`src/rtl/rsl_pkg.sv`:
```
package rsl_pkg;
  typedef enum logic [2:0] {
    PH_IDLE,
    PH_SEL,
    PH_SIG,
    PH_BYP,
    PH_DONE
  } rsl_phase_e;

  typedef enum logic [2:0] {
    DS_FLAG,
    DS_LIT,
    DS_CNT,
    DS_VAL,
    DS_RUN
  } rsl_dec_e;
endpackage

```
`src/rtl/rsl_fuse_decoder.sv`:
```
module rsl_fuse_decoder #(
  parameter int FA_W = 6
) (
  input  logic            clk,
  input  logic            rst_n,
  input  logic            en,
  input  logic            clr,
  output logic            fuse_rd,
  output logic [FA_W-1:0] fuse_addr,
  input  logic            fuse_bit,
  output logic            out_valid,
  output logic            out_bit
);
  import rsl_pkg::*;

  rsl_dec_e        st_q, st_d;
  logic            rdph_q, rdph_d;
  logic [FA_W-1:0] addr_q, addr_d;
  logic [2:0]      bcnt_q, bcnt_d;
  logic [3:0]      run_q, run_d;
  logic            rval_q, rval_d;
  logic            cap;

  assign fuse_rd   = en && (st_q != DS_RUN) && !rdph_q;
  assign cap       = en && (st_q != DS_RUN) && rdph_q;
  assign fuse_addr = addr_q;
  assign out_valid = en && (((st_q == DS_LIT) && cap) || (st_q == DS_RUN));
  assign out_bit   = (st_q == DS_RUN) ? rval_q : fuse_bit;

  always_comb begin
    st_d   = st_q;
    rdph_d = rdph_q;
    addr_d = addr_q;
    bcnt_d = bcnt_q;
    run_d  = run_q;
    rval_d = rval_q;
    if (clr) begin
      st_d   = DS_FLAG;
      rdph_d = 1'b0;
      addr_d = '0;
      bcnt_d = '0;
      run_d  = '0;
    end else if (en) begin
      if (st_q == DS_RUN) begin
        if (run_q == 4'd0) st_d = DS_FLAG;
        else               run_d = run_q - 4'd1;
      end else if (!rdph_q) begin
        rdph_d = 1'b1;
      end else begin
        rdph_d = 1'b0;
        addr_d = addr_q + FA_W'(1);
        case (st_q)
          DS_FLAG: begin
            bcnt_d = '0;
            run_d  = '0;
            st_d   = fuse_bit ? DS_CNT : DS_LIT;
          end
          DS_LIT: begin
            bcnt_d = bcnt_q + 3'd1;
            if (bcnt_q == 3'd7) st_d = DS_FLAG;
          end
          DS_CNT: begin
            run_d[bcnt_q[1:0]] = fuse_bit;
            bcnt_d = bcnt_q + 3'd1;
            if (bcnt_q == 3'd3) st_d = DS_VAL;
          end
          default: begin
            rval_d = fuse_bit;
            st_d   = DS_RUN;
          end
        endcase
      end
    end
  end

  always_ff @(posedge clk or negedge rst_n) begin
    if (!rst_n) begin
      st_q   <= DS_FLAG;
      rdph_q <= 1'b0;
      addr_q <= '0;
      bcnt_q <= '0;
      run_q  <= '0;
      rval_q <= 1'b0;
    end else begin
      st_q   <= st_d;
      rdph_q <= rdph_d;
      addr_q <= addr_d;
      bcnt_q <= bcnt_d;
      run_q  <= run_d;
      rval_q <= rval_d;
    end
  end

  // each fuse bit takes a strobe cycle plus a capture cycle
  p_fuse_pace_r4: assert property (@(posedge clk) disable iff (!rst_n)
    fuse_rd |=> !fuse_rd);
  // the address is held while the strobed bit is captured
  p_addr_hold_r4: assert property (@(posedge clk) disable iff (!rst_n)
    (fuse_rd && !clr) |=> $stable(fuse_addr));
endmodule

```
`src/rtl/rsl_sig_cache.sv`:
```
module rsl_sig_cache #(
  parameter int LEN = 32
) (
  input  logic clk,
  input  logic rst_n,
  input  logic shift_en,
  input  logic rotate,
  input  logic fill_bit,
  output logic out_bit
);
  logic [LEN-1:0] q_q, q_d;
  logic           din;

  assign out_bit = q_q[0];
  assign din     = rotate ? q_q[0] : fill_bit;

  generate
    if (LEN > 1) begin : g_long
      always_comb q_d = shift_en ? {din, q_q[LEN-1:1]} : q_q;
    end else begin : g_one
      always_comb q_d = shift_en ? din : q_q;
    end
  endgenerate

  always_ff @(posedge clk or negedge rst_n) begin
    if (!rst_n) q_q <= '0;
    else        q_q <= q_d;
  end

  // replay rotation returns the serial output to the far end
  p_rotate_keep_r9: assert property (@(posedge clk) disable iff (!rst_n)
    (shift_en && rotate) |=> (q_q[LEN-1] == $past(out_bit)));
endmodule

```
`src/rtl/rsl_instr_shifter.sv`:
```
module rsl_instr_shifter #(
  parameter int                     N_GROUPS   = 4,
  parameter int                     INSTR_LEN  = 22,
  parameter logic [N_GROUPS-1:0]    REPAIRABLE = '0,
  parameter logic [INSTR_LEN-1:0]   RSC_CODE   = '1,
  parameter logic [INSTR_LEN-1:0]   BYP_CODE   = '0
) (
  input  logic clk,
  input  logic rst_n,
  input  logic en,
  input  logic sel_mode,
  output logic so,
  output logic last
);
  localparam int BW = $clog2(INSTR_LEN > 1 ? INSTR_LEN : 2);
  localparam int GW = $clog2(N_GROUPS > 1 ? N_GROUPS : 2);

  logic [BW-1:0]        b_q, b_d;
  logic [GW-1:0]        g_q, g_d;
  logic [GW-1:0]        grp;
  logic [INSTR_LEN-1:0] code;
  logic                 b_end;

  assign b_end = (b_q == BW'(INSTR_LEN - 1));
  assign last  = en && b_end && (g_q == GW'(N_GROUPS - 1));
  assign grp   = GW'(N_GROUPS - 1) - g_q;
  assign code  = (sel_mode && REPAIRABLE[grp]) ? RSC_CODE : BYP_CODE;
  assign so    = code[b_q];

  always_comb begin
    b_d = b_q;
    g_d = g_q;
    if (!en) begin
      b_d = '0;
      g_d = '0;
    end else if (b_end) begin
      b_d = '0;
      g_d = last ? '0 : g_q + GW'(1);
    end else begin
      b_d = b_q + BW'(1);
    end
  end

  always_ff @(posedge clk or negedge rst_n) begin
    if (!rst_n) begin
      b_q <= '0;
      g_q <= '0;
    end else begin
      b_q <= b_d;
      g_q <= g_d;
    end
  end

  // a phase starts from the first bit of the first group
  p_phase_origin_r1: assert property (@(posedge clk) disable iff (!rst_n)
    $rose(en) |-> (b_q == '0 && g_q == '0));
endmodule

```
`src/rtl/repair_sig_loader.sv`:
```
module repair_sig_loader #(
  parameter int                   N_GROUPS   = 4,
  parameter int                   INSTR_LEN  = 22,
  parameter int                   CHAIN_LEN  = 32,
  parameter int                   FUSE_DEPTH = 64,
  parameter logic [N_GROUPS-1:0]  REPAIRABLE = 4'b1010,
  parameter logic [INSTR_LEN-1:0] RSC_CODE   = 22'h2C5A3,
  parameter logic [INSTR_LEN-1:0] BYP_CODE   = 22'h3F00F,
  localparam int                  FA_W       = $clog2(FUSE_DEPTH)
) (
  input  logic            clk,
  input  logic            rst_n,
  input  logic            start,
  output logic            fuse_rd,
  output logic [FA_W-1:0] fuse_addr,
  input  logic            fuse_bit,
  output logic            wir_shift,
  output logic            wir_si,
  output logic            rc_shift,
  output logic            rc_si,
  output logic            done,
  output logic            busy,
  output logic            cache_ok
);
  import rsl_pkg::*;

  localparam int SW = $clog2(CHAIN_LEN + 1);

  rsl_phase_e    ph_q, ph_d;
  logic [SW-1:0] cnt_q, cnt_d;
  logic          ok_q, ok_d;
  logic          instr_en, instr_last;
  logic          dec_en, dec_clr, dec_valid, dec_bit;
  logic          cache_out;

  assign instr_en  = (ph_q == PH_SEL) || (ph_q == PH_BYP);
  assign dec_en    = (ph_q == PH_SIG) && !ok_q;
  assign dec_clr   = (ph_q == PH_IDLE) && start;
  assign wir_shift = instr_en;
  assign rc_shift  = (ph_q == PH_SIG) && (ok_q || dec_valid);
  assign rc_si     = ok_q ? cache_out : dec_bit;
  assign done      = (ph_q == PH_DONE);
  assign busy      = (ph_q != PH_IDLE);
  assign cache_ok  = ok_q;

  rsl_instr_shifter #(
    .N_GROUPS(N_GROUPS), .INSTR_LEN(INSTR_LEN), .REPAIRABLE(REPAIRABLE),
    .RSC_CODE(RSC_CODE), .BYP_CODE(BYP_CODE)
  ) u_instr (
    .clk(clk), .rst_n(rst_n), .en(instr_en), .sel_mode(ph_q == PH_SEL),
    .so(wir_si), .last(instr_last)
  );

  rsl_fuse_decoder #(.FA_W(FA_W)) u_dec (
    .clk(clk), .rst_n(rst_n), .en(dec_en), .clr(dec_clr),
    .fuse_rd(fuse_rd), .fuse_addr(fuse_addr), .fuse_bit(fuse_bit),
    .out_valid(dec_valid), .out_bit(dec_bit)
  );

  rsl_sig_cache #(.LEN(CHAIN_LEN)) u_cache (
    .clk(clk), .rst_n(rst_n), .shift_en(rc_shift), .rotate(ok_q),
    .fill_bit(dec_bit), .out_bit(cache_out)
  );

  always_comb begin
    ph_d  = ph_q;
    cnt_d = cnt_q;
    ok_d  = ok_q;
    case (ph_q)
      PH_IDLE: if (start) ph_d = PH_SEL;
      PH_SEL: begin
        cnt_d = '0;
        if (instr_last) ph_d = PH_SIG;
      end
      PH_SIG: begin
        if (rc_shift) begin
          if (cnt_q == SW'(CHAIN_LEN - 1)) ph_d = PH_BYP;
          else                              cnt_d = cnt_q + SW'(1);
        end
      end
      PH_BYP: begin
        if (instr_last) begin
          ph_d = PH_DONE;
          ok_d = 1'b1;
        end
      end
      default: ph_d = PH_IDLE;
    endcase
  end

  always_ff @(posedge clk or negedge rst_n) begin
    if (!rst_n) begin
      ph_q  <= PH_IDLE;
      cnt_q <= '0;
      ok_q  <= 1'b0;
    end else begin
      ph_q  <= ph_d;
      cnt_q <= cnt_d;
      ok_q  <= ok_d;
    end
  end

  // completion is a single-cycle pulse
  p_done_pulse_r1: assert property (@(posedge clk) disable iff (!rst_n)
    done |=> !done);
  // wrapper and repair chain shifting never overlap
  p_shift_excl_r1: assert property (@(posedge clk) disable iff (!rst_n)
    !(wir_shift && rc_shift));
  // once valid, the cache flag stays set until reset
  p_cache_sticky_r7: assert property (@(posedge clk) disable iff (!rst_n)
    cache_ok |=> cache_ok);
  // a cached load leaves the fuses alone
  p_no_fuse_cached_r8: assert property (@(posedge clk) disable iff (!rst_n)
    cache_ok |-> !fuse_rd);
  // a start during a load does not restart the sequence
  p_busy_hold_r10: assert property (@(posedge clk) disable iff (!rst_n)
    (busy && !done) |=> busy);
endmodule

```
`config.mk`:
```
export PLATFORM = sky130hd
export DESIGN_NAME = repair_sig_loader
export DESIGN_NICKNAME = d
export VERILOG_FILES = /design/src/rtl/rsl_pkg.sv /design/src/rtl/rsl_fuse_decoder.sv /design/src/rtl/rsl_sig_cache.sv /design/src/rtl/rsl_instr_shifter.sv /design/src/rtl/repair_sig_loader.sv
export SDC_FILE = /design/constraint.sdc
export NUM_CORES = 1
export LEC_CHECK = 0
export BUFFER_PORTS_ARGS = -buffer_cell sky130_fd_sc_hd__buf_4
export CORE_AREA = 2 2 83 85
export CTS_BUF_LIST = sky130_fd_sc_hd__clkbuf_8
export DETAILED_ROUTE_END_ITERATION = 12
export DIE_AREA = 0 0 85 87
export GPL_ROUTABILITY_DRIVEN = 0
export GPL_TIMING_DRIVEN = 0
export PLACE_DENSITY_LB_ADDON = 0.1
export SLEW_MARGIN = 20
export SYNTH_ARGS = -nofsm -noshare
export SYNTH_HDL_FRONTEND = slang
export SYNTH_SLANG_ARGS = --single-unit
```
`constraint.sdc`:
```
create_clock -name clk -period 1.9 [get_ports clk]
set_input_delay 0.19 -clock clk [delete_from_list [all_inputs] [get_ports clk]]
set_output_delay 0.19 -clock clk [all_outputs]
set_load 0.005 [all_outputs]
```
# Yosys cells after proc, flatten, opt, wreduce, memory -nomap -nowiden
# Index checks and enable logic that the tools add are counted.
# word_totals
ff_bits	67
# classes
eq_ne	25
add_sub_neg	7
reduce_logical	38
bitwise_logic	3
mux	52
order_cmp	4
# ops
cell	n
$mux W3	16
$mux W6	6
$mux W4	5
$mux W17	1
$reduce_and A5 Y1	3
$add A6 B1 Y6 const B	2
$eq A3 B2 Y1 const B	4
$logic_and A1 B1 Y1	12
$pmux W3 S4	1
$pmux W6 S2	1
$mux W5	2
$ne A2 B2 Y1 const B	5
$eq A3 B3 Y1 const B	3
$mux W1	9
$ne A3 B3 Y1 const B	3
$pmux W3 S3	1
$reduce_bool A3 Y1	3
$mux W2	4
$pmux W4 S2	1
$reduce_and A4 Y1	2
$eq A3 B1 Y1 const B	2
$eq A6 B5 Y1 const B	1
$logic_not A3 Y1	2
$lt A2 B3 Y1 const B	2
other kinds (27)	38

# Depth between registers and ports, before layout
# depth
depth_word	11
mapped_depth	7
ltp_nobuf	6

# Cells and area by module
# A second synthesis with hierarchy kept.
# hier_totals
cells_unflattened	311
area_unflattened_um2	3584.7
# modules_own_cells
module	cells_each	seq_area_each_um2	instances	area_per_inst_um2
rsl_sig_cache	70	800.8	1	1345.0
rsl_fuse_decoder	141	450.4	1	1231.2
repair_sig_loader	58	250.2	1	569.3
rsl_instr_shifter	42	175.2	1	439.2

# Worst setup path after synthesis
# Ideal clock, no wire load.
# synth_timing
path_type	register to register
from	register u_dec.rdph_q
to	register u_cache.q_q[0]
n_path_buf	3
path_stages_with_launch	8
arrival_ps	1720
setup_slack_ps	55
setup_ps	125
synth_period_minus_slack_ps	1845
cell_sequence	dfrtp_1 clkbuf_2 and4bb_4 or3_1 buf_6 nand2_8 buf_12 mux2_4
# synth_via
elab_chain_cells	6
# synth_lines
item	line	rtl
start: declaration	rsl_fuse_decoder.sv:17	logic rdph_q, rdph_d;
start signal: assignment	rsl_fuse_decoder.sv:86	rdph_q <= rdph_d;
$logic_and A1 B1 Y1	rsl_fuse_decoder.sv:25	assign cap = en && (st_q != DS_RUN) && rdph_q;
$logic_and A1 B1 Y1	rsl_fuse_decoder.sv:27	assign out_valid = en && (((st_q == DS_LIT) && cap) || (st_q == DS_RUN));
$logic_or A1 B1 Y1	rsl_fuse_decoder.sv:27	
$logic_and A1 B1 Y1	rsl_fuse_decoder.sv:27	
$logic_or A1 B1 Y1	repair_sig_loader.sv:40	assign rc_shift = (ph_q == PH_SIG) && (ok_q || dec_valid);
$logic_and A1 B1 Y1	repair_sig_loader.sv:40	
end signal: assignment	rsl_sig_cache.sv:27	else q_q <= q_d;
end: declaration	rsl_sig_cache.sv:11	logic [LEN-1:0] q_q, q_d;
# Every way passes these cells.
# A chain may end at the register's enable or synchronous reset.

# Final worst setup path
# layout_timing
from	register ph_q[2]
to	output wir_si
# layout_via
elab_chain_cells	5
# layout_lines
item	line	rtl
start: declaration	repair_sig_loader.sv:29	rsl_phase_e ph_q, ph_d;
start signal: assignment	repair_sig_loader.sv:97	ph_q <= ph_d;
$eq A3 B1 Y1	repair_sig_loader.sv:50	.clk(clk), .rst_n(rst_n), .en(instr_en), .sel_mode(ph_q == PH_SEL),
$logic_and A1 B1 Y1	rsl_instr_shifter.sv:27	assign code = (sel_mode && REPAIRABLE[grp]) ? RSC_CODE : BYP_CODE;
$mux W17	rsl_instr_shifter.sv:27	
$bmux W1 S5	rsl_instr_shifter.sv:28	assign so = code[b_q];
$mux W1 (not written as such)	rsl_instr_shifter.sv:28	
end: declaration	repair_sig_loader.sv:18	output logic wir_si,
# Every way passes these cells. The select of a mux whose other input is x is not followed.

==> flow_summary.yaml <==
outcome:
  status: "complete, but fails checks"
  violations: "setup timing"
synth:
  syn_area_per_cell_um2: 11.6
  syn-num-nets: 330
  yosys-top-cells-count: "67 x dfrtp_1, 29 x mux2_4, 21 x nand2_1"
  synthTopCellsByArea: "dfrtp_1 46%, mux2_4 12%, ha_1 4.1%, mux2i_1 2.5%, o21ai_0 2.2%"
  synth-edff-count: 0
  synth_top_area_share_pct: 46.0
  syn-cell-area_mm2: 0.00364
  synth.distinct_cells: 59
  ys_async_sr_fraction_pct: 100
  synth_warnings: 0
  yosysSeqAreaShare_pct: 46.0
  synthCells: 314
  synth.most_common_cell: "dfrtp_1"
  synth_largest_area_cell: "dfrtp_1"
  ys.flop_type: "dfrtp_1"
  yosys_register_bits: 67
sta:
  finalSetupViolations: 4
  rsz0062_at_grt: "yes"
  hold_viol: 0
  max_freq_mhz: 497
  skew_ns: 0.00780
  fin_crit_sh_pct: 106
  slew_viol_final: 0
  worstMarginPinSlew_ns: 0.845
  relSlewSlack_pct: 43.7
  tns_ns: -0.229
  fin_crit_ns: 2.01
  setup_ws_ns: -0.114
drt:
  wl_mm: 6.97
  vias: 2556
  highest_layer: "met4"
  detail-route-antenna-nets: 0
  drc_errors: 0
  dr.pass1.iters: 4
  drt-met1-wl_mm: 3.42
  routedWlPerCell_um: 15.5
  detailedRoute.firstIterationViolations: 174
  vias_per_cell: 5.68
  wl_met2_mm: 3.24
  wl_met3_um: 165
clocking:
  clk_pin_slew_ns: 0.07
  cts_buffers: 9
  clk_root_buffer_cell: "clkbuf_8"
  cts_tree: "built"
  cts_buffer_depth: 2
  insertion_delay_ns: 0.34
  cts.htree.levels: 3
  clkSinkCount: 67
worst_setup_path:
  endpoint_kind: "output pin"
  path_max_fanout: 5
  slowest_delay_ns: 0.40
  path_cells: "buf_6, nor4b_4, buf_4, a211oi_2, a311oi_1, mux2i_1, buf_4"
  crit_type: "reg2out"
  cp_slowest_cell: "dfrtp_1"
  critPathRequiredTime_ns: 1.71
  cp-start-kind: "flip-flop"
  worst_path_most_repeated_cell: "buf_4"
  cp.arrival_ns: 1.82
layout:
  post-route-util_pct: 67.9
  fin_nets: 381
  final_cells: 450
  fin_area_mm2: 0.00446
  diodes: 0
  layout-drive-gt1-share_pct: 36.5
  area_growth_pct: 22.5
power:
  p_leak_nw: 2.12
  power_density_mw_per_mm2: 804
  vdd_drop_max_mv: 0.671
placed_design:
  placed_cell_area_mm2: 0.00387
  port_buffers: 17
  dp_hpwl_mm: 4.21
  place_inst: 411
  detailedPlace.worstSlack_ns: -0.163
min_path:
  worstHoldPathType: "in2reg"
floorplanning:
  num_rows: 30
  initial_utilization_pct: 55.5
  die_w_um: 85
  dieArea_mm2: 0.00740
  ios: 18
  core_mm2: 0.00657
  die_h_um: 87
run:
  drv_cap: 0
grt:
  track_usage_pct: 20.1
  antenna_found_initial: 0
  grt_start_max_net_pins: 68
  grt_pass1_vias: 2538
  grt_pass1_wl_mm: 11.8
  overflow: 0
==> where the power goes <==
part / leakage, nW / switching, mW / internal (mW) / total [mW]
Clock: 0.0998 / 0.601 / 0.615 / 1.22
Sequential: 0.881 / 0.0969 / 1.52 / 1.62
Combinational: 1.14 / 0.386 / 0.362 / 0.747
==> layer usage <==
layer,vias up,track usage [%]
met1,1273,28.5
met2,33,30.4
met5,-,0
met3,12,3.22
li1,1238,-
met4,0,9.09
==> metrics by stage <==
step                      hold WS [ns]  power (mW)
after floorplan                 -0.106        2.07
after global placement           0.350        2.25
after detailed placement         0.358        2.27
after CTS                        0.129        3.58
after global routing             0.145        3.80
final                            0.152        3.59
==> final cells by class <==
class / instances / area, um2
buffer: 14 / 140
clock inverter: 7 / 77.6
fill: 481 / 2110
clock buffer: 9 / 124
timing repair buffer: 43 / 382
tap: 80 / 100
inverter: 13 / 48.8
multi-input combinational: 217 / 1910
sequential: 67 / 1680
==> logic make-up after synthesis <==
group                      share of synthesized area [%]
AOI/OAI and AO/OA                                   10.3
xor gates and xnor gates                            2.16
adders and majority gates                           4.12
buffers and inverters                               4.98
DFF                                                 46.0
muxes                                               15.7
and+or+nand+nor                                     16.8
==> critical path, delay by kind of cell, from the launching register on <==
| family | cells | cell delay, ns |
|---|---|---|
| buf+inv | 3 | 0.45 |
| compound gates | 2 | 0.26 |
| mux | 1 | 0.10 |
| simple gates | 1 | 0.26 |
| flops | 1 | 0.40 |
==> cell usage in the layout (no fill, tap or decap), types with 3 or more instances in the layout <==
master     n
a21oi_1    6
nand2b_1   8
clkinv_4   3
o311ai_1   3
xor2_1     5
nor3_1     5
dfrtp_1   63
a31oi_1    5
a32o_1     3
buf_4     35
and3_1     5
o21ai_0   14
a211oi_2   4
ha_1      10
clkbuf_1   4
inv_1     13
buf_12     4
mux2i_1    9
nor2_1    13
nand2_1   20
mux2_2     4
xnor2_1    4
mux2_4    29
nand4_1    4
and2_1     3
nand3_1   12
clkbuf_8   9
dfrtp_2    4
buf_6      9
==> registers in the layout, indices dropped and copies added, names as in the netlist <==
register         cells
cache_ok             1
cnt_q                6
ph_q                 3
u_cache.q_q         32
u_dec.bcnt_q         3
u_dec.fuse_addr      6
u_dec.rdph_q         1
u_dec.run_q          4
u_dec.rval_q         1
u_dec.st_q           3
u_instr.b_q          5
u_instr.g_q          2
==> path summary, 6_finish.rpt <==
| kind | from | endpoint | slack (ns) | cells past startpoint |
|---|---|---|---|---|
| max reg2reg | u_dec.st_q[0] | u_dec.rval_q | -0.03 | 6 |
| min reg2reg | u_cache.q_q[1] | u_cache.q_q[0] | 0.50 | 1 |
| min | fuse_bit | u_dec.rval_q | 0.15 | 2 |
| max in group asynchronous | rst_n | u_dec.bcnt_q[0] | 0.80 | 2 |
| min in group asynchronous | rst_n | cnt_q[1] | 0.48 | 2 |
| max | ph_q[2] | wir_si | -0.11 | 7 |
==> what timing repair did <==
item,CTS,global route
hold endpoints to repair,66,0
setup buffers,19,5
hold buffers,1,0
gates cloned,0,1
endpoints found under the setup margin,36,51
resized for setup,23,26
pin swaps,9,10
No activity file was read; power rests on OpenSTA's default activity.
